File: src/rtl/dmx_pkg.sv
package dmx_pkg;
  localparam int GLYPH_COLS = 5;
  localparam int GLYPH_ROWS = 7;
  localparam int CODE_W     = 7;
  localparam int CELL_BITS  = GLYPH_COLS * GLYPH_ROWS;

  typedef logic [GLYPH_COLS-1:0] col_t;
  typedef logic [CODE_W-1:0]     code_t;
  typedef logic [CELL_BITS-1:0]  bitmap_t;

  typedef enum logic [0:0] {
    SRC_GLYPH  = 1'b0,
    SRC_CURSOR = 1'b1
  } cell_src_e;
endpackage

File: src/rtl/dmx_scan_seq.sv
module dmx_scan_seq #(
  parameter int NUM_DIGITS = 4,
  parameter int NUM_ROWS   = 7,
  parameter int SUB_PHASES = 2
) (
  input  logic                  clk,
  input  logic                  rst_n,
  input  logic                  tick,
  output logic [(NUM_DIGITS>1 ? $clog2(NUM_DIGITS) : 1)-1:0] digit,
  output logic [(NUM_ROWS>1 ? $clog2(NUM_ROWS) : 1)-1:0]     row,
  output logic [(SUB_PHASES>1 ? $clog2(SUB_PHASES) : 1)-1:0] phase
);
  localparam int DIG_W = NUM_DIGITS > 1 ? $clog2(NUM_DIGITS) : 1;
  localparam int ROW_W = NUM_ROWS   > 1 ? $clog2(NUM_ROWS)   : 1;
  localparam int PH_W  = SUB_PHASES > 1 ? $clog2(SUB_PHASES) : 1;
  localparam logic [DIG_W-1:0] DIG_LAST = DIG_W'(NUM_DIGITS - 1);
  localparam logic [ROW_W-1:0] ROW_LAST = ROW_W'(NUM_ROWS - 1);
  localparam logic [PH_W-1:0]  PH_LAST  = PH_W'(SUB_PHASES - 1);

  logic ph_wrap, row_wrap;
  assign ph_wrap  = (phase == PH_LAST);
  assign row_wrap = ph_wrap && (row == ROW_LAST);

  always_ff @(posedge clk or negedge rst_n) begin
    if (!rst_n) begin
      phase <= '0;
      row   <= '0;
      digit <= '0;
    end else if (tick) begin
      phase <= ph_wrap ? '0 : phase + 1'b1;
      if (ph_wrap) row <= (row == ROW_LAST) ? '0 : row + 1'b1;
      if (row_wrap) digit <= (digit == DIG_LAST) ? '0 : digit + 1'b1;
    end
  end

  a_r3_row_bound: assert property (@(posedge clk) disable iff (!rst_n)
    row <= ROW_LAST);
  a_r3_row_wraps: assert property (@(posedge clk) disable iff (!rst_n)
    (tick && row == ROW_LAST && phase == PH_LAST) |=> (row == '0));
  a_r3_row_held_in_period: assert property (@(posedge clk) disable iff (!rst_n)
    (tick && phase != PH_LAST) |=> (row == $past(row) && digit == $past(digit)));
  a_r2_idle_hold: assert property (@(posedge clk) disable iff (!rst_n)
    !tick |=> ($stable(phase) && $stable(row) && $stable(digit)));
endmodule

File: src/rtl/dmx_glyph_rom.sv
module dmx_glyph_rom
  import dmx_pkg::*;
(
  input  code_t      code,
  input  logic [2:0] row,
  output col_t       cols
);
  bitmap_t bm;

  // Bitmap layout: {row6, row5, ..., row0}, each row with the left column at bit 4.
  always_comb begin
    case (code)
      7'h20: bm = '0;
      7'h2D: bm = {5'b00000, 5'b00000, 5'b00000, 5'b11111, 5'b00000, 5'b00000, 5'b00000};
      7'h30: bm = {5'b01110, 5'b10001, 5'b11001, 5'b10101, 5'b10011, 5'b10001, 5'b01110};
      7'h31: bm = {5'b01110, 5'b00100, 5'b00100, 5'b00100, 5'b00100, 5'b01100, 5'b00100};
      7'h41: bm = {5'b10001, 5'b10001, 5'b10001, 5'b11111, 5'b10001, 5'b10001, 5'b01110};
      7'h48: bm = {5'b10001, 5'b10001, 5'b10001, 5'b11111, 5'b10001, 5'b10001, 5'b10001};
      default: begin
        for (int r = 0; r < GLYPH_ROWS; r++) begin
          bm[r*GLYPH_COLS +: GLYPH_COLS] =
            (r == 0 || r == GLYPH_ROWS-1) ? 5'b11111 : 5'b10001;
        end
      end
    endcase
  end

  always_comb begin
    cols = '0;
    for (int r = 0; r < GLYPH_ROWS; r++) begin
      if (row == 3'(r)) cols = bm[r*GLYPH_COLS +: GLYPH_COLS];
    end
  end
endmodule

File: src/rtl/dmx_cell_mux.sv
module dmx_cell_mux
  import dmx_pkg::*;
#(
  parameter int NUM_DIGITS = 4,
  parameter int DIG_W      = 2
) (
  input  logic [NUM_DIGITS*CODE_W-1:0] codes,
  input  logic [NUM_DIGITS-1:0]        flags,
  input  logic                         cursor_en,
  input  logic [DIG_W-1:0]             digit,
  input  logic                         phase_odd,
  output code_t                        code_sel,
  output cell_src_e                    src,
  output logic                         cursor_lit,
  output logic [NUM_DIGITS-1:0]        sel_onehot
);
  code_t code_arr [NUM_DIGITS];

  for (genvar g = 0; g < NUM_DIGITS; g++) begin : g_cell
    assign code_arr[g]   = codes[g*CODE_W +: CODE_W];
    assign sel_onehot[g] = (digit == DIG_W'(g));
  end

  always_comb begin
    code_sel = '0;
    src      = SRC_GLYPH;
    for (int d = 0; d < NUM_DIGITS; d++) begin
      if (sel_onehot[d]) begin
        code_sel = code_arr[d];
        if (cursor_en && flags[d]) src = SRC_CURSOR;
      end
    end
  end

  assign cursor_lit = !phase_odd;
endmodule

File: src/rtl/dmx_refresh_scanner.sv
module dmx_refresh_scanner
  import dmx_pkg::*;
#(
  parameter int NUM_DIGITS = 4,
  parameter int SUB_PHASES = 2
) (
  input  logic                         clk,
  input  logic                         rst_n,
  input  logic                         scan_tick,
  input  logic                         cursor_en,
  input  logic [NUM_DIGITS*CODE_W-1:0] char_codes,
  input  logic [NUM_DIGITS-1:0]        cursor_flags,
  output logic [2:0]                   row_sel,
  output logic [NUM_DIGITS-1:0]        digit_sel,
  output logic [GLYPH_COLS-1:0]        col_data
);
  localparam int DIG_W = NUM_DIGITS > 1 ? $clog2(NUM_DIGITS) : 1;
  localparam int PH_W  = SUB_PHASES > 1 ? $clog2(SUB_PHASES) : 1;

  logic [DIG_W-1:0]      digit;
  logic [2:0]            row;
  logic [PH_W-1:0]       phase;
  code_t                 code_sel;
  cell_src_e             src;
  logic                  cursor_lit;
  logic [NUM_DIGITS-1:0] sel_onehot;
  col_t                  glyph_cols;
  col_t                  col_next;

  dmx_scan_seq #(
    .NUM_DIGITS(NUM_DIGITS),
    .NUM_ROWS  (GLYPH_ROWS),
    .SUB_PHASES(SUB_PHASES)
  ) u_seq (
    .clk  (clk),
    .rst_n(rst_n),
    .tick (scan_tick),
    .digit(digit),
    .row  (row),
    .phase(phase)
  );

  dmx_cell_mux #(
    .NUM_DIGITS(NUM_DIGITS),
    .DIG_W     (DIG_W)
  ) u_mux (
    .codes     (char_codes),
    .flags     (cursor_flags),
    .cursor_en (cursor_en),
    .digit     (digit),
    .phase_odd (phase[0]),
    .code_sel  (code_sel),
    .src       (src),
    .cursor_lit(cursor_lit),
    .sel_onehot(sel_onehot)
  );

  dmx_glyph_rom u_rom (
    .code(code_sel),
    .row (row),
    .cols(glyph_cols)
  );

  assign col_next = (src == SRC_CURSOR) ? {GLYPH_COLS{cursor_lit}} : glyph_cols;

  always_ff @(posedge clk or negedge rst_n) begin
    if (!rst_n) begin
      row_sel   <= '0;
      digit_sel <= '0;
      col_data  <= '0;
    end else if (scan_tick) begin
      row_sel   <= row;
      digit_sel <= sel_onehot;
      col_data  <= col_next;
    end
  end

  a_r1_reset_values: assert property (@(posedge clk) disable iff (!rst_n)
    $rose(rst_n) |-> (row_sel == '0 && digit_sel == '0 && col_data == '0));
  a_r2_outputs_hold: assert property (@(posedge clk) disable iff (!rst_n)
    !scan_tick |=> ($stable(col_data) && $stable(row_sel) && $stable(digit_sel)));
  a_r3_select_onehot0: assert property (@(posedge clk) disable iff (!rst_n)
    $onehot0(digit_sel));
  a_r3_select_active: assert property (@(posedge clk) disable iff (!rst_n)
    scan_tick |=> $onehot(digit_sel));
  a_r5_cursor_lit: assert property (@(posedge clk) disable iff (!rst_n)
    (scan_tick && cursor_en && cursor_flags[digit] && !phase[0])
      |=> (col_data == {GLYPH_COLS{1'b1}}));
  a_r5_cursor_dark: assert property (@(posedge clk) disable iff (!rst_n)
    (scan_tick && cursor_en && cursor_flags[digit] && phase[0])
      |=> (col_data == '0));
endmodule

File: config.mk
export PLATFORM = sky130hd
export DESIGN_NAME = dmx_refresh_scanner
export DESIGN_NICKNAME = d
export VERILOG_FILES = /design/src/rtl/dmx_pkg.sv /design/src/rtl/dmx_scan_seq.sv /design/src/rtl/dmx_glyph_rom.sv /design/src/rtl/dmx_cell_mux.sv /design/src/rtl/dmx_refresh_scanner.sv
export SDC_FILE = /design/constraint.sdc
export NUM_CORES = 1
export LEC_CHECK = 0
export BUFFER_PORTS_ARGS = -buffer_cell sky130_fd_sc_hd__clkbuf_2
export CAP_MARGIN = 15
export CELL_PAD_IN_SITES_DETAIL_PLACEMENT = 2
export CELL_PAD_IN_SITES_GLOBAL_PLACEMENT = 2
export CORE_ASPECT_RATIO = 0.5
export CORE_MARGIN = 5
export CORE_UTILIZATION = 32
export CTS_BUF_LIST = sky130_fd_sc_hd__clkbuf_2 sky130_fd_sc_hd__clkbuf_4 sky130_fd_sc_hd__clkbuf_8
export CTS_CLUSTER_DIAMETER = 60
export DETAILED_ROUTE_END_ITERATION = 8
export PLACE_DENSITY_LB_ADDON = 0.2
export SLEW_MARGIN = 20
export SYNTH_ARGS = -nofsm -noshare
export SYNTH_HDL_FRONTEND = slang
export SYNTH_SLANG_ARGS = --single-unit
File: constraint.sdc
create_clock -name clk -period 3.62 [get_ports clk]
set_input_delay 0 -clock clk [delete_from_list [all_inputs] [get_ports clk]]
set_output_delay 0 -clock clk [all_outputs]
set_load 0.01 [all_outputs]
# == Yosys cells after proc, flatten, opt, wreduce, memory -nomap -nowiden ==
# Index checks and enable logic that the tools add are counted.
# totals
register_bits,18
inputBits,36
output_inout_bits,12
wordCells,58
# op_classes
n_mux,24
reduce_logical,10
n_addsub,3
n_eq_ne,15
# ops
cell,n
case mux 35 bit (6 select lines),1
2-to-1 mux 5 bit,8
== test 7 x 6 -> 1 bit (second input constant),4
2-to-1 mux 7 bit,4
== test 7 bit (second input constant),2
== test 3 bit (second input constant),3
2-to-1 mux 1 bit,9
== test 3 x 2 -> 1 bit (second input constant),2
logical AND 1 bit,5
== test 2 bit (second input constant),2
AND reduction 2 bit,2
adder 3 x 1 -> 3 bit (second input constant),1
== test 3 x 1 -> 1 bit (second input constant),1
logical NOT 3 bit,1
2-to-1 mux 3 bit,1
adder 2 x 1 -> 2 bit (second input constant),1
== test 2 x 1 -> 1 bit (second input constant),1
logical NOT 2 bit,1
2-to-1 mux 2 bit,1
adder 1 bit (second input constant),1
logical NOT 1 bit,1

# == Depth between registers and ports, before layout ==
# Gate-level depths: netlist of run 1.
# logic_depth
word_depth,15
mapped_depth,12
ltp_nobuf,10

# == Cells and area by module ==
# From an unflattened synthesis of run 1, not the netlist that was laid out.
# hier_totals
hier_cells,131
hier_area_um2,1457.6
# modules_own_cells
mod,n_inst,area_each_um2,seq_area_each_um2,cells_each
dmx_refresh_scanner,1,569.3,300.3,37
dmx_glyph_rom,1,382.9,0.0,54
dmx_scan_seq,1,272.8,150.1,24
dmx_cell_mux,1,232.7,0.0,16

# == Worst setup path after synthesis of run 1 ==
# No wires, ideal clock.
# synth_path
path_type,register to register
startpoint,reg u_seq.digit[0] in the netlist's numbering
endpoint,reg col_data[0]
path_buffers,1
required_time_ns,3.484
setup_ns,0.136
t_arrival_ns,2.322
slack_ns,1.162
stages_incl_launch_ff,11
synth_period_minus_slack_ns,2.458
cell_sequence,dfrtp_1 > inv_1 > ha_1 > nor2_4 > o211ai_1 > a222oi_1 > and4_1 > buf_2 > o22ai_1 > a2111oi_2 > a22oi_1
# synth_between
elab_cells_between_ends,30
cone_classes,eq/ne (9); mux (20); reduce/logical (1)
# synth_lines
item,line_no,text
from (decl),dmx_scan_seq.sv:9,"output logic [(NUM_DIGITS>1 ? $clog2(NUM_DIGITS) : 1)-1:0] digit,"
from (signal assigned),dmx_scan_seq.sv:32,if (row_wrap) digit <= (digit == DIG_LAST) ? '0 : digit + 1'b1;
== test 2 bit *,dmx_cell_mux.sv:21,assign sel_onehot[g] = (digit == DIG_W'(g));
via sel_onehot[2],dmx_refresh_scanner.sv:26,logic [NUM_DIGITS-1:0] sel_onehot;
2-to-1 mux 7 bit (2 in a row),dmx_cell_mux.sv:28,if (sel_onehot[d]) begin
== test 7 bit or == test 7 x 6 -> 1 bit (tied branches),dmx_glyph_rom.sv:12,case (code)
case mux 35 bit (6 select lines),dmx_glyph_rom.sv:12,
2-to-1 mux 5 bit (7 in a row),dmx_glyph_rom.sv:31,if (row == 3'(r)) cols = bm[r*GLYPH_COLS +: GLYPH_COLS];
2-to-1 mux 5 bit *,dmx_refresh_scanner.sv:64,assign col_next = (src == SRC_CURSOR) ? {GLYPH_COLS{cursor_lit}} : glyph_cols;
to (signal assigned),dmx_refresh_scanner.sv:74,col_data <= col_next;
to (decl),dmx_refresh_scanner.sv:15,output logic [GLYPH_COLS-1:0] col_data
# Mark *: on every way through the listed nets, which the timed path passes. The rest lies on a longest branch.
# A chain may end at the register's enable or synchronous reset.

# == Final worst setup path of run 1 ==
# layout_path
startpoint,reg u_seq.digit[0] in the netlist's numbering
endpoint,reg col_data[0]
# layout_between
elab_cells_between_ends,30
cone_classes,eq/ne (9); mux (20); reduce/logical (1)
# layout_lines
item,line_no
== test 2 bit *,dmx_cell_mux.sv:21
via sel_onehot[3],dmx_refresh_scanner.sv:26
2-to-1 mux 7 bit,dmx_cell_mux.sv:28
== test 7 bit or == test 7 x 6 -> 1 bit (tied branches),dmx_glyph_rom.sv:12
case mux 35 bit (6 select lines),dmx_glyph_rom.sv:12
2-to-1 mux 5 bit (7 in a row),dmx_glyph_rom.sv:31
2-to-1 mux 5 bit *,dmx_refresh_scanner.sv:64
# Marked as above.

==> results.md, run 1 <==
- GPL Wtd Cong: 0.826
- Placed cell area: 1710 um2
- Critical Path RT: 3.76 ns
- Setup bufs post-CTS: 0
- Setup TNS: 0 ns
- Clk_lat worst skew: 0.26 ns
- CTS tree: done
- Commonest non-fill, non-tap cells in the layout: clkbuf_2 (47), nand2_1 (20), dfrtp_1 (17)
- Critical Path Fanout Max: 13
- GRT overflow: 0
- Final core occ: 40.4%
- Wire per inst: 18.2 um
- Peak supply drop: 0.415 mV
- Max-cap viol count: 0
- Layout Nets: 257
- Max Fclk: 320 MHz
- Synth Area per Inst: 8.46 um2
- Hold WC Path Type: primary input to asynchronous set/reset pin
- Setup-failing EPs final: 0
- Layout cell share with drive strength beyond 1: 31.2%
- Setup ws final: 0.492 ns
- Clock Sink Count: 17
- Flops & latches, synth: 17
- Commonest non-fill, non-tap cell in the layout: clkbuf_2
- Final wirelength: 4950 um
- Total GRT Usage: 16.7%
- Leak pwr: 0.796 nW
- First-pass GRT wire length: 8140 um
- Period utilization: 86.4%
- Antenna Diode Count: 0
- Core ar.: 4380 um2
- DRC: 0
- DIE AREA: 6050 um2
- Worst-path clk slew: 0.07 ns
- Hold_buf cts: 1
- Vias: 1,486
- HPWL reported at the end of detailed placement: 3990 um
- PnR Total Power: 1.65 mW
- DR vias/cell: 5.46
- CTS max path bufs: 2
- Arrival time worst endpoint: 3.26 ns
- Syn. warnings: 0
- Ys flop type: dfrtp_1
- Syn nets: 212
- Pins over their slew limit: 0
- H-tree Lvls: 1
- Sequential share of the synthesized area: 29.4%
- Cell Rows: 17
- Post-Layout Cell Count: 272
- Relative slew slack: 51.9%
- Worst Max-Slew Pin Slew: 0.715 ns
- Antenna violations before repair: 0
- CTS Buf Count: 3
- Design area: 1770 um2
- Cells after DPL: 267
- Yosys cell types: 49
- Root Buffer: clkbuf_8
- RSZ-0062 raised after global routing: no
- Die X: 105 um
- Post-CTS Resized: 0
- Pre-CTS setup slack: 0.515 ns
- Async set or reset register ratio after synthesis: 100%
- Pwr/cell area: 931 nW/um2
- Worst setup EP type: flip-flop
- Mapped cell area: 1450 um2
- Fin crit period: 3.13 ns
- Vias in the first global route: 1,653
- Initial core utilization: 33.0%
- Initial DRC count: 30
- Status: complete, no violations
- Area Growth Syn to Fin: 22.4%
- Clk_skew: 0.00491 ns
- DRT antenna net count: 0
- Die span in y: 57.5 um
- # IOs: 48
- Final hold slack: 0.211 ns
- PortBufs: 47
- Largest net degree at the start of global routing: 18
- Drt first pass iters: 4
- Post-synthesis cell count: 171
- CP startpoint kind: flip-flop
- Final hold violations: 0
- Number of synthesized flops with an enable pin: 0
- Critical setup path kind: flip-flop to flip-flop
-- power by group --
group | leakage (nW) | internal (mW) | switching, mW
Sequential | 0.205 | 0.282 | 0.105
Clock | 0.0255 | 0.0766 | 0.0719
Combinational | 0.566 | 0.436 | 0.676
-- worst max-delay path, stage by stage, from the launching register on --
cell       delay, ns
dfrtp_1         0.42
ha_1            0.42
nand2b_2        0.35
a2bb2oi_1       0.18
a211oi_1        0.53
and4_1          0.44
o22ai_1         0.17
a2111oi_2       0.38
a22oi_1         0.11
-- layout make-up --
type	instances	area (um2)
clock buffer	3	41.3
clock inverter	1	5.00
fill	537	2610
inverter	12	45.0
multi-input combinational	134	937
sequential	17	425
tap	57	71.3
timing repair buffer	48	245
-- final timing paths --
| kind | start | slack [ns] | depth (start not counted) | to |
|---|---|---|---|---|
| max in group asynchronous | rst_n | 3.10 | 2 | digit_sel[2]$_DFFE_PN0P_ |
| min in group clk | scan_tick | 0.21 | 2 | u_seq.phase$_DFFE_PN0P_ |
| hold / removal | rst_n | 0.21 | 2 | col_data[0]$_DFFE_PN0P_ |
| hold reg to reg | row_sel[1]$_DFFE_PN0P_ | 0.51 | 1 | row_sel[1]$_DFFE_PN0P_ |
| setup / recovery | u_seq.digit[0]$_DFFE_PN0P_ | 0.49 | 8 | col_data[0]$_DFFE_PN0P_ |
| setup reg to reg | u_seq.digit[0]$_DFFE_PN0P_ | 0.49 | 8 | col_data[0]$_DFFE_PN0P_ |
-- synth_stat cells, types with 2 or more instances --
cell       count  area share (%)
nand3b_1       2             1.0
nor3_1         4             1.4
a21oi_1        4             1.4
clkbuf_1       3            0.78
xor2_1         2             1.2
o211ai_1       6             3.1
a22o_1         4             2.4
and2_1         4             1.7
buf_2          4             1.4
a22oi_1        2             1.0
nand2_1       20             5.2
dfrtp_1       17              29
o21ai_0        8             2.8
xnor2_1        2             1.2
inv_1         12             3.1
mux2_2         7             5.5
and3_1         2            0.86
ha_1           5             4.3
nor2_1        16             4.2
nand2b_1       6             2.6
o32ai_1        4             2.4
a2bb2oi_1      4             2.4
o22ai_1        2            0.86
o31ai_1        3             1.6
nand3_1        4             1.4
-- cells by family after synthesis --
| group | count (synthesis) | synth area share [%] |
|---|---|---|
| AND/OR/NAND/NOR | 64 | 21.6 |
| flip-flops | 17 | 29.4 |
| adder cells (fa/ha/maj) | 5 | 4.33 |
| buffers and inverters | 20 | 5.80 |
| XOR/XNOR | 4 | 2.42 |
| multiplexers | 8 | 6.14 |
| AO/OA/AOI/OAI | 53 | 30.3 |
-- sequential cells by signal, indices dropped and copies added, names as in the netlist --
signal       cells
col_data         4
u_seq.digit      2
u_seq.phase      1
u_seq.row        3
row_sel          3
digit_sel        4
-- per-layer routing --
metal  GRT usage (%)  wire, um  vias to the layer above
li1                -         -                      712
met1            21.0      2310                      733
met2            29.6      2420                       32
met3            3.84       150                        9
met4            3.28        65                        0
met5               0         0                        -
Note: power is estimated with default switching activity, not from simulation.
==> inputs of run 2 (changes only) <==
CELL_PAD_IN_SITES_DETAIL_PLACEMENT = 0   (was 2)
==> results.md, run 2 (synthesized netlist as in run 1, its figures left out) <==
- Antenna Diode Count: 0
- H-tree Lvls: 1
- Total GRT Usage: 13.7%
- Drt first pass iters: 5
- DR vias/cell: 5.27
- CTS tree: done
- Status: complete, no violations
- Crit path capture: col_data[0]$_DFFE_PN0P_
- CTS Buf Count: 3
- Critical setup path kind: flip-flop to flip-flop
- Critical Path Fanout Max: 13
- CTS max path bufs: 2
- Commonest non-fill, non-tap cells in the layout: clkbuf_2 (47), nand2_1 (20), dfrtp_1 (17)
- Clk_lat worst skew: 0.25 ns
- GRT overflow: 0
- Setup ws final: 0.654 ns
- Pins over their slew limit: 0
- Max-cap viol count: 0
- Die X: 105 um
- Hold WC Path Type: primary input to flip-flop
- Pre-CTS setup slack: 0.692 ns
- # IOs: 48
- Arrival time worst endpoint: 3.09 ns
- Final wirelength: 4010 um
- DRT antenna net count: 0
- PortBufs: 47
- Setup bufs post-CTS: 0
- Largest net degree at the start of global routing: 18
- GPL Wtd Cong: 0.826
- R2R Setup Slk: 0.65 ns
- Fill cells: 467
- Setup-failing EPs final: 0
- Peak supply drop: 0.343 mV
- CP Launch Point: u_seq.digit[0]$_DFFE_PN0P_
- Reg2reg start: u_seq.digit[0]$_DFFE_PN0P_
- Vias: 1,434
- Min-delay src: scan_tick
- Cell Rows: 17
- Fin crit period: 2.97 ns
- DIE AREA: 6050 um2
- Clock Sink Count: 17
- RSZ-0062 raised after global routing: no
- Pwr/cell area: 897 nW/um2
- Die span in y: 57.5 um
- Period utilization: 81.9%
- Relative slew slack: 63.9%
- Crit-path slowest cell: a222oi_1
- Root Buffer: clkbuf_8
- Layout Nets: 257
- PnR Total Power: 1.59 mW
- Worst-path clk slew: 0.07 ns
- Leak pwr: 0.797 nW
- Critical Path RT: 3.75 ns
- Biggest regs: col_data (4), digit_sel (4)
- First-pass GRT wire length: 6780 um
- Antenna violations before repair: 0
- Clk_skew: 0.00241 ns
- Crit-path max cell delay: 0.48 ns
- Final hold slack: 0.199 ns
- Worst path cell trace: ha_1 > nand2b_2 > a2bb2oi_1 > a222oi_1 > and4_1 > o22ai_1 > a2111oi_2 > a22oi_1
- Area Growth Syn to Fin: 22.6%
- CP startpoint kind: flip-flop
- Setup TNS: 0 ns
- DRC: 0
- Layout cell share with drive strength beyond 1: 31.2%
- Worst Max-Slew Pin Slew: 0.536 ns
- FF-to-FF End: col_data[0]$_DFFE_PN0P_
- Initial core utilization: 33.0%
- Wire per inst: 14.8 um
- Vias in the first global route: 1,388
- HPWL reported at the end of detailed placement: 3280 um
- Initial DRC count: 48
- Max Fclk: 337 MHz
- Final hold violations: 0
- R2R depth: 8
- Worst setup EP type: flip-flop
- Core ar.: 4380 um2
- Commonest non-fill, non-tap cell in the layout: clkbuf_2
run 2: cell types whose count changed in the layout (fill, tap and decap cells not counted):
cell	change
clkbuf_4	+1
clkinv_2	-1
run 2: stage by stage:
step / instance area (um2) / utilization (%) / cells
global route: 1770 / 40.5 / 272
finish: 1770 / 40.5 / 272
floorplan: 1450 / - / 171
detailed placement: 1710 / 39.1 / 267
CTS: 1770 / 40.5 / 272
global placement: 1710 / 39.1 / 267
run 2: worst min-delay path by stage:
stage / cells past startpoint / end
after global placement: 1 / u_seq.row[0]$_DFFE_PN0P_
after CTS: 2 / u_seq.phase$_DFFE_PN0P_
final: 2 / u_seq.phase$_DFFE_PN0P_
after global routing: 2 / u_seq.phase$_DFFE_PN0P_
after detailed placement: 1 / u_seq.row[0]$_DFFE_PN0P_
after floorplan: 0 / col_data[0]$_DFFE_PN0P_
run 2: final cells by class:
class | instances | area (um2) | area share [%]
inverter | 12 | 45.0 | 2.54
sequential | 17 | 425 | 24.0
timing repair buffer | 48 | 245 | 13.8
multi-input combinational | 134 | 937 | 52.9
clock buffer | 4 | 48.8 | 2.75
tap | 57 | 71.3 | 4.02
run 2: critical path: cells and delay by family (launching register included):
family,cells,cell delay (ns)
simple gates,2,0.73
compound gates,5,1.31
fa+ha+maj,1,0.40
flops,1,0.41
run 2: power by group:
group	internal (mW)	total (mW)	switching (mW)
registers	0.282	0.382	0.100
clock network	0.0856	0.150	0.0646
logic	0.435	1.06	0.623
total	0.803	1.59	0.788
run 2: what timing repair did:
item / CTS / global route
gates resized for setup: 0 / 0
hold buffers: 1 / 0
hold endpoints to repair: 17 / 0
run 2: routing by layer:
| layer | share of wire (%) | GRT usage, % | vias to the layer above | wire length (um) |
|---|---|---|---|---|
| met4 | 0.35 | 2.19 | 0 | 14 |
| met3 | 5.7 | 3.84 | 2 | 230 |
| met2 | 45 | 21.6 | 45 | 1820 |
| li1 | - | - | 714 | - |
| met1 | 49 | 19.2 | 673 | 1950 |
| met5 | 0 | 0 | - | 0 |
